[config.mk]
export PLATFORM = sky130hd
export DESIGN_NAME = seqrep_link
export DESIGN_NICKNAME = d
export VERILOG_FILES = /design/src/rtl/seqrep_pkg.sv /design/src/rtl/seqrep_store.sv /design/src/rtl/seqrep_tx.sv /design/src/rtl/seqrep_rx.sv /design/src/rtl/seqrep_link.sv
export SDC_FILE = /design/constraint.sdc
export NUM_CORES = 1
export LEC_CHECK = 0
export BUFFER_PORTS_ARGS = -buffer_cell sky130_fd_sc_hd__buf_4
export CORE_AREA = 2 2 216 218
export CTS_CLUSTER_DIAMETER = 150
export DETAILED_ROUTE_END_ITERATION = 10
export DIE_AREA = 0 0 218 220
export GPL_ROUTABILITY_DRIVEN = 1
export HOLD_SLACK_MARGIN = 0.08
export PLACE_DENSITY_LB_ADDON = 0.3
export SLEW_MARGIN = 5
export SYNTH_ARGS = -nofsm -noshare
export SYNTH_HDL_FRONTEND = slang
export SYNTH_SLANG_ARGS = --single-unit
[constraint.sdc]
create_clock -name clk -period 9.5 [get_ports clk]
set_input_delay 1.9 -clock clk [delete_from_list [all_inputs] [get_ports clk]]
set_output_delay 1.9 -clock clk [all_outputs]
set_load 0.03 [all_outputs]
[src/rtl/seqrep_pkg.sv]
package seqrep_pkg;

    localparam int SEQ_W  = 12;
    localparam int DATA_W = 32;
    localparam int HALF   = 1 << (SEQ_W - 1);

    typedef logic [SEQ_W-1:0] seq_t;

    typedef struct packed {
        logic              last;
        logic [DATA_W-1:0] data;
    } word_t;

    typedef enum logic [1:0] {
        CL_GOOD  = 2'd0,
        CL_DUP   = 2'd1,
        CL_AHEAD = 2'd2
    } rx_class_e;

    // forward modular distance from b to a
    function automatic seq_t seq_dist(seq_t a, seq_t b);
        return a - b;
    endfunction

    function automatic rx_class_e classify(seq_t got, seq_t expect_seq);
        seq_t d;
        d = seq_dist(got, expect_seq);
        if (d == '0)
            return CL_GOOD;
        else if (d >= seq_t'(HALF))
            return CL_DUP;
        else
            return CL_AHEAD;
    endfunction

endpackage

[src/rtl/seqrep_store.sv]
module seqrep_store
    import seqrep_pkg::*;
#(
    parameter int SLOTS = 4,
    parameter int WORDS = 4
) (
    input  logic                     clk,
    input  logic                     we,
    input  logic [$clog2(SLOTS)-1:0] w_slot,
    input  logic [$clog2(WORDS)-1:0] w_word,
    input  word_t                    w_data,
    input  logic [$clog2(SLOTS)-1:0] r_slot,
    input  logic [$clog2(WORDS)-1:0] r_word,
    output word_t                    r_data
);
    localparam int ENTRIES = SLOTS * WORDS;

    word_t mem [ENTRIES];

    always_ff @(posedge clk) begin
        if (we)
            mem[{w_slot, w_word}] <= w_data;
    end

    assign r_data = mem[{r_slot, r_word}];

endmodule

[src/rtl/seqrep_tx.sv]
module seqrep_tx
    import seqrep_pkg::*;
#(
    parameter int SLOTS = 4,
    parameter int WORDS = 4,
    parameter int TMR_W = 16
) (
    input  logic              clk,
    input  logic              rst,
    input  logic [TMR_W-1:0]  cfg_timeout,
    input  logic              up_valid,
    output logic              up_ready,
    input  word_t             up_word,
    output logic              ln_valid,
    input  logic              ln_ready,
    output word_t             ln_word,
    output seq_t              ln_seq,
    input  logic              fb_valid,
    input  logic              fb_nak,
    input  seq_t              fb_seq,
    output seq_t              outstanding,
    output logic              replaying
);
    localparam int SL_W = $clog2(SLOTS);
    localparam int WD_W = $clog2(WORDS);

    seq_t             next_seq, head_seq, rp_seq, acked;
    logic             in_pkt, stall_q, pend, full, allow_new;
    logic             fresh_fire, fb_ok, start_rp;
    logic [WD_W-1:0]  wptr, rp_ptr;
    logic [TMR_W-1:0] tmr;
    word_t            rd_word;

    assign outstanding = seq_dist(next_seq, head_seq);
    assign acked       = head_seq - seq_t'(1);
    assign full        = (outstanding == seq_t'(SLOTS));
    assign fb_ok       = fb_valid && (seq_dist(fb_seq, acked) <= outstanding);
    assign allow_new   = in_pkt || stall_q || !(pend || replaying || full);
    assign up_ready    = ln_ready && allow_new && !replaying;
    assign fresh_fire  = up_valid && up_ready;
    assign start_rp    = pend && !replaying && !in_pkt && !stall_q;

    assign ln_valid = replaying || (up_valid && allow_new);
    assign ln_word  = replaying ? rd_word : up_word;
    assign ln_seq   = replaying ? rp_seq  : next_seq;

    seqrep_store #(.SLOTS(SLOTS), .WORDS(WORDS)) u_store (
        .clk    (clk),
        .we     (fresh_fire),
        .w_slot (next_seq[SL_W-1:0]),
        .w_word (wptr),
        .w_data (up_word),
        .r_slot (rp_seq[SL_W-1:0]),
        .r_word (rp_ptr),
        .r_data (rd_word)
    );

    always_ff @(posedge clk) begin
        if (rst) begin
            next_seq  <= '0;
            head_seq  <= '0;
            rp_seq    <= '0;
            in_pkt    <= 1'b0;
            stall_q   <= 1'b0;
            pend      <= 1'b0;
            replaying <= 1'b0;
            wptr      <= '0;
            rp_ptr    <= '0;
            tmr       <= '0;
        end else begin
            stall_q <= ln_valid && !ln_ready && !replaying;

            if (fresh_fire) begin
                if (up_word.last) begin
                    next_seq <= next_seq + seq_t'(1);
                    in_pkt   <= 1'b0;
                    wptr     <= '0;
                end else begin
                    in_pkt <= 1'b1;
                    wptr   <= wptr + 1'b1;
                end
            end

            if (start_rp) begin
                pend <= 1'b0;
                if (outstanding != '0) begin
                    replaying <= 1'b1;
                    rp_seq    <= head_seq;
                    rp_ptr    <= '0;
                end
            end else if (replaying && ln_ready) begin
                if (rd_word.last) begin
                    rp_ptr <= '0;
                    rp_seq <= rp_seq + seq_t'(1);
                    if (rp_seq + seq_t'(1) == next_seq)
                        replaying <= 1'b0;
                end else begin
                    rp_ptr <= rp_ptr + 1'b1;
                end
            end

            if (fb_valid || outstanding == '0 || replaying || pend) begin
                tmr <= '0;
            end else if (tmr + 1'b1 == cfg_timeout) begin
                tmr  <= '0;
                pend <= 1'b1;
            end else begin
                tmr <= tmr + 1'b1;
            end

            if (fb_ok) begin
                head_seq <= fb_seq + seq_t'(1);
                if (fb_nak)
                    pend <= 1'b1;
            end
        end
    end

endmodule

[src/rtl/seqrep_rx.sv]
module seqrep_rx
    import seqrep_pkg::*;
(
    input  logic  clk,
    input  logic  rst,
    input  logic  rx_valid,
    input  word_t rx_word,
    input  seq_t  rx_seq,
    input  logic  rx_crc_ok,
    output logic  dn_valid,
    output word_t dn_word,
    output logic  dn_ok,
    output logic  ind_valid,
    output logic  ind_nak,
    output seq_t  ind_seq
);
    seq_t      exp_seq;
    logic      in_pkt;
    rx_class_e cls, cls_q;

    assign cls      = in_pkt ? cls_q : classify(rx_seq, exp_seq);
    assign dn_valid = rx_valid && (cls == CL_GOOD);
    assign dn_word  = rx_word;
    assign dn_ok    = rx_crc_ok;

    always_ff @(posedge clk) begin
        if (rst) begin
            exp_seq   <= '0;
            in_pkt    <= 1'b0;
            cls_q     <= CL_GOOD;
            ind_valid <= 1'b0;
            ind_nak   <= 1'b0;
            ind_seq   <= '0;
        end else begin
            ind_valid <= 1'b0;
            if (rx_valid) begin
                if (rx_word.last) begin
                    in_pkt    <= 1'b0;
                    ind_valid <= 1'b1;
                    if (rx_crc_ok && cls == CL_GOOD) begin
                        exp_seq <= exp_seq + seq_t'(1);
                        ind_nak <= 1'b0;
                        ind_seq <= exp_seq;
                    end else begin
                        ind_nak <= !rx_crc_ok || (cls == CL_AHEAD);
                        ind_seq <= exp_seq - seq_t'(1);
                    end
                end else begin
                    in_pkt <= 1'b1;
                    cls_q  <= cls;
                end
            end
        end
    end

endmodule

[src/rtl/seqrep_link.sv]
module seqrep_link
    import seqrep_pkg::*;
#(
    parameter int SLOTS = 4,
    parameter int WORDS = 4,
    parameter int TMR_W = 16
) (
    input  logic              clk,
    input  logic              rst,
    input  logic [TMR_W-1:0]  cfg_timeout,
    input  logic              up_valid,
    output logic              up_ready,
    input  logic [DATA_W-1:0] up_data,
    input  logic              up_last,
    output logic              ln_valid,
    input  logic              ln_ready,
    output logic [DATA_W-1:0] ln_data,
    output logic              ln_last,
    output logic [SEQ_W-1:0]  ln_seq,
    input  logic              fb_valid,
    input  logic              fb_nak,
    input  logic [SEQ_W-1:0]  fb_seq,
    input  logic              rx_valid,
    input  logic [DATA_W-1:0] rx_data,
    input  logic              rx_last,
    input  logic [SEQ_W-1:0]  rx_seq,
    input  logic              rx_crc_ok,
    output logic              dn_valid,
    output logic [DATA_W-1:0] dn_data,
    output logic              dn_last,
    output logic              dn_ok,
    output logic              ind_valid,
    output logic              ind_nak,
    output logic [SEQ_W-1:0]  ind_seq
);
    word_t up_word, ln_word, rx_word, dn_word;
    seq_t  tx_outstanding;
    logic  tx_replaying;

    assign up_word = '{last: up_last, data: up_data};
    assign rx_word = '{last: rx_last, data: rx_data};
    assign ln_data = ln_word.data;
    assign ln_last = ln_word.last;
    assign dn_data = dn_word.data;
    assign dn_last = dn_word.last;

    seqrep_tx #(.SLOTS(SLOTS), .WORDS(WORDS), .TMR_W(TMR_W)) u_tx (
        .clk         (clk),
        .rst         (rst),
        .cfg_timeout (cfg_timeout),
        .up_valid    (up_valid),
        .up_ready    (up_ready),
        .up_word     (up_word),
        .ln_valid    (ln_valid),
        .ln_ready    (ln_ready),
        .ln_word     (ln_word),
        .ln_seq      (ln_seq),
        .fb_valid    (fb_valid),
        .fb_nak      (fb_nak),
        .fb_seq      (fb_seq),
        .outstanding (tx_outstanding),
        .replaying   (tx_replaying)
    );

    seqrep_rx u_rx (
        .clk       (clk),
        .rst       (rst),
        .rx_valid  (rx_valid),
        .rx_word   (rx_word),
        .rx_seq    (rx_seq),
        .rx_crc_ok (rx_crc_ok),
        .dn_valid  (dn_valid),
        .dn_word   (dn_word),
        .dn_ok     (dn_ok),
        .ind_valid (ind_valid),
        .ind_nak   (ind_nak),
        .ind_seq   (ind_seq)
    );

endmodule

==> results of run 1 <==
flip-flops by register name (all words and copies together), names as in the netlist, 2 cells and up:
register          flops
u_tx.rp_seq          12
u_tx.tmr             16
u_rx.cls_q            2
u_rx.ind_seq         12
u_tx.wptr             2
u_tx.next_seq        12
u_tx.head_seq        12
u_rx.exp_seq         12
u_tx.u_store.mem    528
u_tx.rp_ptr           2
Yosys cell counts, types with 7 or more instances:
master     count  area [µm²]
a211oi_1      22         165
a21o_1        15         113
a21oi_1       51         255
a31oi_1       10        62.6
and2_1         7        43.8
and3_1        30         188
and4_1         7        61.3
buf_1         17        63.8
buf_2          8        40.0
buf_4         34         255
clkbuf_1      60         225
dfxtp_1       89        1780
edfxtp_1     528       15900
ha_1          67         838
inv_1         52         195
mux2_2        49         552
mux2i_1       10         100
mux4_2       165        3720
nand2_1       66         248
nand3_1       46         230
nand4_1       16         100
nor2_1        70         263
nor2_4        10         113
nor2b_1        9        56.3
nor3_1        33         165
nor4_1        10        62.6
o2111ai_1      8        70.1
o211ai_1      10        75.1
o21a_1        13        97.6
o21ai_0       38         190
o31ai_1       14         105
or3_1         18         113
or4_1         11        82.6
xnor2_1       42         368
xor2_1        28         245
per-stage QoR:
step                cells  util (%)  hold WS, ns  cell area [µm²]  power, mW
finish               2515      68.4        0.465            31400       6.93
global route         2515      68.4        0.487            31400       7.20
CTS                  2515      68.4        0.470            31400       6.97
detailed placement   2407      64.1        0.461            29400       4.57
global placement     2407      64.1        0.446            29400       4.54
floorplan            1757         -        0.439            28000       4.19
per-layer routing:
metal | track usage, % | up-vias
li1 | - | 7197
met1 | 37.9 | 8247
met2 | 48.0 | 825
met3 | 5.49 | 123
met4 | 7.57 | 4
met5 | 0 | -
power groups by stage:
stage	Clock [mW]	Combinational, mW	Sequential, mW
after floorplan	0	1.08	3.10
after global placement	0	1.36	3.18
after detailed placement	0	1.38	3.19
after CTS	2.44	1.40	3.13
after global routing	2.54	1.53	3.14
final	2.41	1.39	3.13
cells in the final DEF (no fill, tap or decap), types with 15 or more instances in the layout:
cell type,n
mux4_2,165
xnor2_1,42
nor3_1,33
or3_1,18
nand2_1,66
mux2_2,49
inv_1,52
ha_1,67
nand4_1,16
a21oi_1,51
a21o_1,15
dfxtp_1,84
edfxtp_1,528
and3_2,16
o21ai_0,38
nand3_1,46
nor2_1,70
a211oi_1,22
clkbuf_16,58
xor2_1,28
buf_4,165
area by class of cell:
type | count | area [µm²] | share of cell area, %
clock buffers | 70 | 1500 | 4.77
multi-input cells | 965 | 9540 | 30.4
inverters | 52 | 195 | 0.622
well taps | 607 | 759 | 2.42
repair buffers | 166 | 1260 | 4.01
flip-flops and latches | 617 | 17700 | 56.2
clock inverters | 38 | 484 | 1.54
cell families after synthesis:
| family | after synthesis |
|---|---|
| XOR/XNOR | 73 |
| adder cells (fa/ha/maj) | 69 |
| multiplexers | 224 |
| AND/OR/NAND/NOR | 366 |
| flip-flops | 617 |
| AO/OA/AOI/OAI | 233 |
| buffers and inverters | 175 |
worst max-delay path by stage:
stage | startpoint | endpoint
2_1_floorplan | rx_seq[8] | dn_valid
3_3_place_gp | fb_seq[1] | u_tx.head_seq[1]
3_5_place_dp | fb_seq[1] | u_tx.head_seq[1]
4_1_cts | rx_seq[5] | dn_valid
5_1_grt | rx_seq[5] | dn_valid
6_report | rx_seq[5] | dn_valid
tightest hold or removal path, stage by stage, from the launching register on:
cell and delay (ns):
dfxtp_1 0.31, nand2_1 0.06, a21oi_1 0.05
==> reports/metrics.yaml, run 1 <==
power_and_ir_drop:
  leakage_nw: 10.4
  p_seq_share_pct: 45.2
  swShare_pct: 27.5
  internal_power_mw: 5.02
  switchingPower_mw: 1.91
  vdd_ir_drop_max_uv: 189
  p_comb_share_pct: 20.1
  clkPwrFrac_pct: 34.7
  powerDensity_nw_per_um2: 221
place:
  detailedPlace.worstSlack_ns: 3.12
  hpwl_mm: 36.4
  gp_congestion: 0.853
  portBuffers: 145
floorplan:
  die_w_um: 218
  die_y_um: 220
  core_area_um2: 45900
  dieArea_um2: 48000
  start_util_pct: 61.0
  ios: 210
  rows: 79
synth:
  netlist_instances: 1757
  synth_area_per_cell_um2: 15.9
  synth_top_family_by_area: "multiplexers"
  async_flop_share_pct: 0
  yosysWarnings: 0
  ys_seq_elements: 617
  synth_cell_types: 78
  yosys.area_share.simple_pct: 7.14
  synth-compound-area-share_pct: 5.68
  ys_seq_area_share_pct: 63.0
  synthMuxAreaShare_pct: 15.6
  synth_xor_xnor_area_share_pct: 2.43
  ys.flop_type: "edfxtp_1"
  syn_area_um2: 28000
  synth_enable_flop_cells: 528
  syn_nets: 1940
  synthAdderAreaFrac_pct: 3.14
detailed_routing:
  wl_met3_mm: 5.88
  met2_length_mm: 33.9
  wirelength_mm: 66.8
  drt_iter0_drc: 1774
  via_count: 16396
  route.detailed.drc: 0
  routed_via_density: 6.52
  wire_per_inst_um: 26.6
  first_pass_iters: 6
  m1WireLength_mm: 25.5
  dr.max_layer_used: "met5"
  ant_nets: 0
clocking:
  clkLatencyLatePin_ns: 0.65
  cts.htree.levels: 2
  post-cts-setup-buffers: 0
  ctsLongestPathBuffers: 3
  hold_buffers: 0
  path_clk_slew_ns: 0.06
  numClockSinks: 617
  cts_tree: "yes"
  cts_buffers: 58
  cts-resized-gates: 0
  clock-root-buffer: "clkbuf_16"
critical_path:
  reg2reg_slack_ns: 4.58
  start_kind: "input pin"
  worstPathCellList: "buf_4 -> ha_1 -> and3_1 -> o211ai_1 -> a311oi_1 -> o21a_1 -> nor2_1 -> o41ai_1 -> and4b_1 -> buf_4"
  critPathBufInv: 2
  r2r_end: "u_tx.u_store.mem[0][3]"
  cp_slowest_cell: "o41ai_1"
  max_stage_delay_ns: 0.46
  path_delay_family: "compound AO/OA/AOI/OAI gates"
  path_class: "in -> out"
  reg2reg_depth: 12
  endpoint_kind: "output pin"
  r2r-start: "u_tx.next_seq[0]"
  cp_max_fo: 7
  path_common_cell: "buf_4"
  arrival_ns: 4.34
  required_ns: 7.60
  cp.depth: 10
layout:
  syn_to_final_growth_pct: 12.2
  final_layout_size_suffix_gt1_share_pct: 26.8
  antennaDiodeCount: 0
  nets: 2043
  fillers: 3074
sta:
  setup_violations: 0
  fin_crit_sh_pct: 65.7
  max_clock_freq_mhz: 160
  setup_slack_ns: 3.26
  hold_viol: 0
  tightest_slew_ns: 1.09
  grt_setup_unrepaired: "false"
  slew_headroom_pct: 27.6
  clock-skew-final_ns: 0.0399
  finalSetupTns_ns: 0
  timing.final.crit_period_ns: 6.24
  drv_slew: 0
global_route:
  grt_pass1_wl_mm: 100
  antenna_found_initial: 2
  overflow: 0
  grt_pass1_vias: 16351
  grtUsageTotal_pct: 28.3
  grt_max_degree: 77
min_path:
  worstHoldStart: "u_rx.ind_seq[1]"
  min_to: "u_rx.ind_seq[1]"
  hold_class: "reg -> reg"
  holdPathStages: 2
status:
  status: "completed"
job:
  maxCapViolCount: 0
Note: power is estimated with default switching activity, not from simulation.
==> inputs of run 2 (changes only) <==
--- a/config.mk
+++ b/config.mk
@@ -6,10 +6,10 @@
 export NUM_CORES = 1
 export LEC_CHECK = 0
 export BUFFER_PORTS_ARGS = -buffer_cell sky130_fd_sc_hd__buf_4
-export CORE_AREA = 2 2 216 218
+export CORE_AREA = 2 2 219 221
 export CTS_CLUSTER_DIAMETER = 150
 export DETAILED_ROUTE_END_ITERATION = 10
-export DIE_AREA = 0 0 218 220
+export DIE_AREA = 0 0 221 223
 export GPL_ROUTABILITY_DRIVEN = 1
 export HOLD_SLACK_MARGIN = 0.08
 export PLACE_DENSITY_LB_ADDON = 0.3
==> constraint.sdc (replaced) <==
create_clock -name clk -period 6.5 [get_ports clk]
set_input_delay 1.3 -clock clk [delete_from_list [all_inputs] [get_ports clk]]
set_output_delay 1.3 -clock clk [all_outputs]
set_load 0.03 [all_outputs]
==> run 2 against run 1 <==
Global-route usage fell by 1.8 points. Largest power group unchanged. Critical path depth is 1 higher. Critical endpoint is now ln_valid. Wire length is 2.2% lower. Via count down 0.13%. Clock power increased by 39%. Hold slack better by 0.0075 ns.
==> reports/metrics.yaml, run 2 (synthesis results as in run 1) <==
clocking:
  cts_buffers: 59
  post-cts-setup-buffers: 0
  hold_buffers: 0
  cts-resized-gates: 0
  path_clk_slew_ns: 0.06
  clkLatencyLatePin_ns: 0.63
  numClockSinks: 617
  cts.htree.levels: 2
  ctsLongestPathBuffers: 3
  cts_tree: "yes"
  clock-root-buffer: "clkbuf_16"
global_route:
  overflow: 0
  grt_max_degree: 77
  grt_pass1_vias: 16351
  antenna_found_initial: 3
  grt_pass1_wl_mm: 99.0
  grtUsageTotal_pct: 26.5
floorplan:
  start_util_pct: 59.4
  die_w_um: 221
  core_area_um2: 47100
  rows: 80
  die_y_um: 223
  dieArea_um2: 49300
  ios: 210
critical_path:
  cp_max_fo: 12
  cp_slowest_cell: "dfxtp_1"
  endpoint_kind: "output pin"
  max_stage_delay_ns: 0.54
  arrival_ns: 4.00
  worstPathCellList: "inv_1 -> ha_1 -> fa_1 -> nor2b_1 -> o2111ai_1 -> a21oi_1 -> o21ai_0 -> a221oi_1 -> a31o_2 -> nand2b_1 -> buf_4"
  cp.depth: 11
  reg2reg_depth: 12
  critPathBufInv: 2
  crit_path_end: "ln_valid"
  required_ns: 5.20
  start_kind: "register"
  r2r-start: "u_tx.next_seq[0]"
  reg2reg_slack_ns: 1.68
  path_delay_family: "compound AO/OA/AOI/OAI gates"
  path_class: "reg -> out"
  crit_start: "u_tx.next_seq[0]"
  r2r_end: "u_tx.u_store.mem[6][26]"
power_and_ir_drop:
  powerDensity_nw_per_um2: 318
  leakage_nw: 10.4
  finalPower_mw: 9.97
  vdd_ir_drop_max_uv: 301
sta:
  fin_hold_ws_ns: 0.473
  setup_slack_ns: 1.20
  tightest_slew_ns: 1.06
  clock-skew-final_ns: 0.0237
  setup_violations: 0
  max_clock_freq_mhz: 189
  hold_viol: 0
  slew_headroom_pct: 29.1
  fin_crit_sh_pct: 81.5
  grt_setup_unrepaired: "false"
  finalSetupTns_ns: 0
  timing.final.crit_period_ns: 5.30
  drv_slew: 0
detailed_routing:
  wire_per_inst_um: 25.8
  drt_iter0_drc: 1768
  route.detailed.drc: 0
  ant_nets: 0
  routed_via_density: 6.47
  via_count: 16374
  first_pass_iters: 5
  wirelength_mm: 65.4
place:
  portBuffers: 145
  dp.cells: 2423
  hpwl_mm: 39.1
  place_area_um2: 29500
  detailedPlace.worstSlack_ns: 1.08
  gp_congestion: 0.888
layout:
  syn_to_final_growth_pct: 12.0
  final_layout_size_suffix_gt1_share_pct: 26.7
  design_area_um2: 31400
  final_cell_mix: "edfxtp_1, buf_4, mux4_2"
  top_register: "u_tx.u_store.mem"
  fin_cells: 2532
  final_util_pct: 66.5
  largest_reg_flops: 528
  reg_top3: "u_tx.u_store.mem: 528 flops, u_tx.tmr: 16 flops"
  layout_commonest_cell: "edfxtp_1"
  nets: 2052
min_path:
  hold_class: "reg -> reg"
status:
  status: "completed"
job:
  maxCapViolCount: 0
run 2: final cells by class:
type / instances / area (µm²)
clock buffers: 71 / 1520
clock inverters: 37 / 342
well taps: 615 / 769
diodes: 1 / 2.50
repair buffers: 174 / 1330
multi-input cells: 965 / 9540
fillers: 3136 / 15800
inverters: 52 / 195
flip-flops and latches: 617 / 17700
run 2: worst min-delay path by stage:
stage / from / endpoint / slack [ns] / cells past startpoint
2_1_floorplan: u_rx.cls_q[1] / u_rx.cls_q[1] / 0.44 / 2
3_3_place_gp: u_rx.cls_q[1] / u_rx.cls_q[1] / 0.45 / 2
3_5_place_dp: u_rx.cls_q[1] / u_rx.cls_q[1] / 0.46 / 2
4_1_cts: u_rx.cls_q[1] / u_rx.cls_q[1] / 0.47 / 2
5_1_grt: u_rx.ind_seq[1] / u_rx.ind_seq[1] / 0.48 / 2
6_report: u_rx.cls_q[1] / u_rx.cls_q[1] / 0.47 / 2
run 2: routing by layer:
metal | vias up | GRT usage, % | part of all wire (%)
li1 | 7216 | - | -
met1 | 8299 | 36.8 | 41
met2 | 748 | 44.2 | 50
met3 | 107 | 3.96 | 7.0
met4 | 4 | 7.88 | 2.4
met5 | - | 0 | 0.047
run 2: worst reg2reg max path, cell delays in order, from the launching register on:
cell and delay [ns]:
dfxtp_1 0.54, inv_1 0.21, ha_1 0.26, fa_1 0.41, nor2b_1 0.22, o2111ai_1 0.20, nand4b_1 0.14, nand4b_1 0.15
and4_1 0.27, a31oi_1 0.39, and2_1 0.49, and3_2 0.78, buf_4 0.43
run 2: power by group:
group / switching, mW / internal [mW]
logic: 1.17 / 0.914
registers: 0.157 / 4.39
clock network: 1.47 / 1.87
total: 2.79 / 7.18
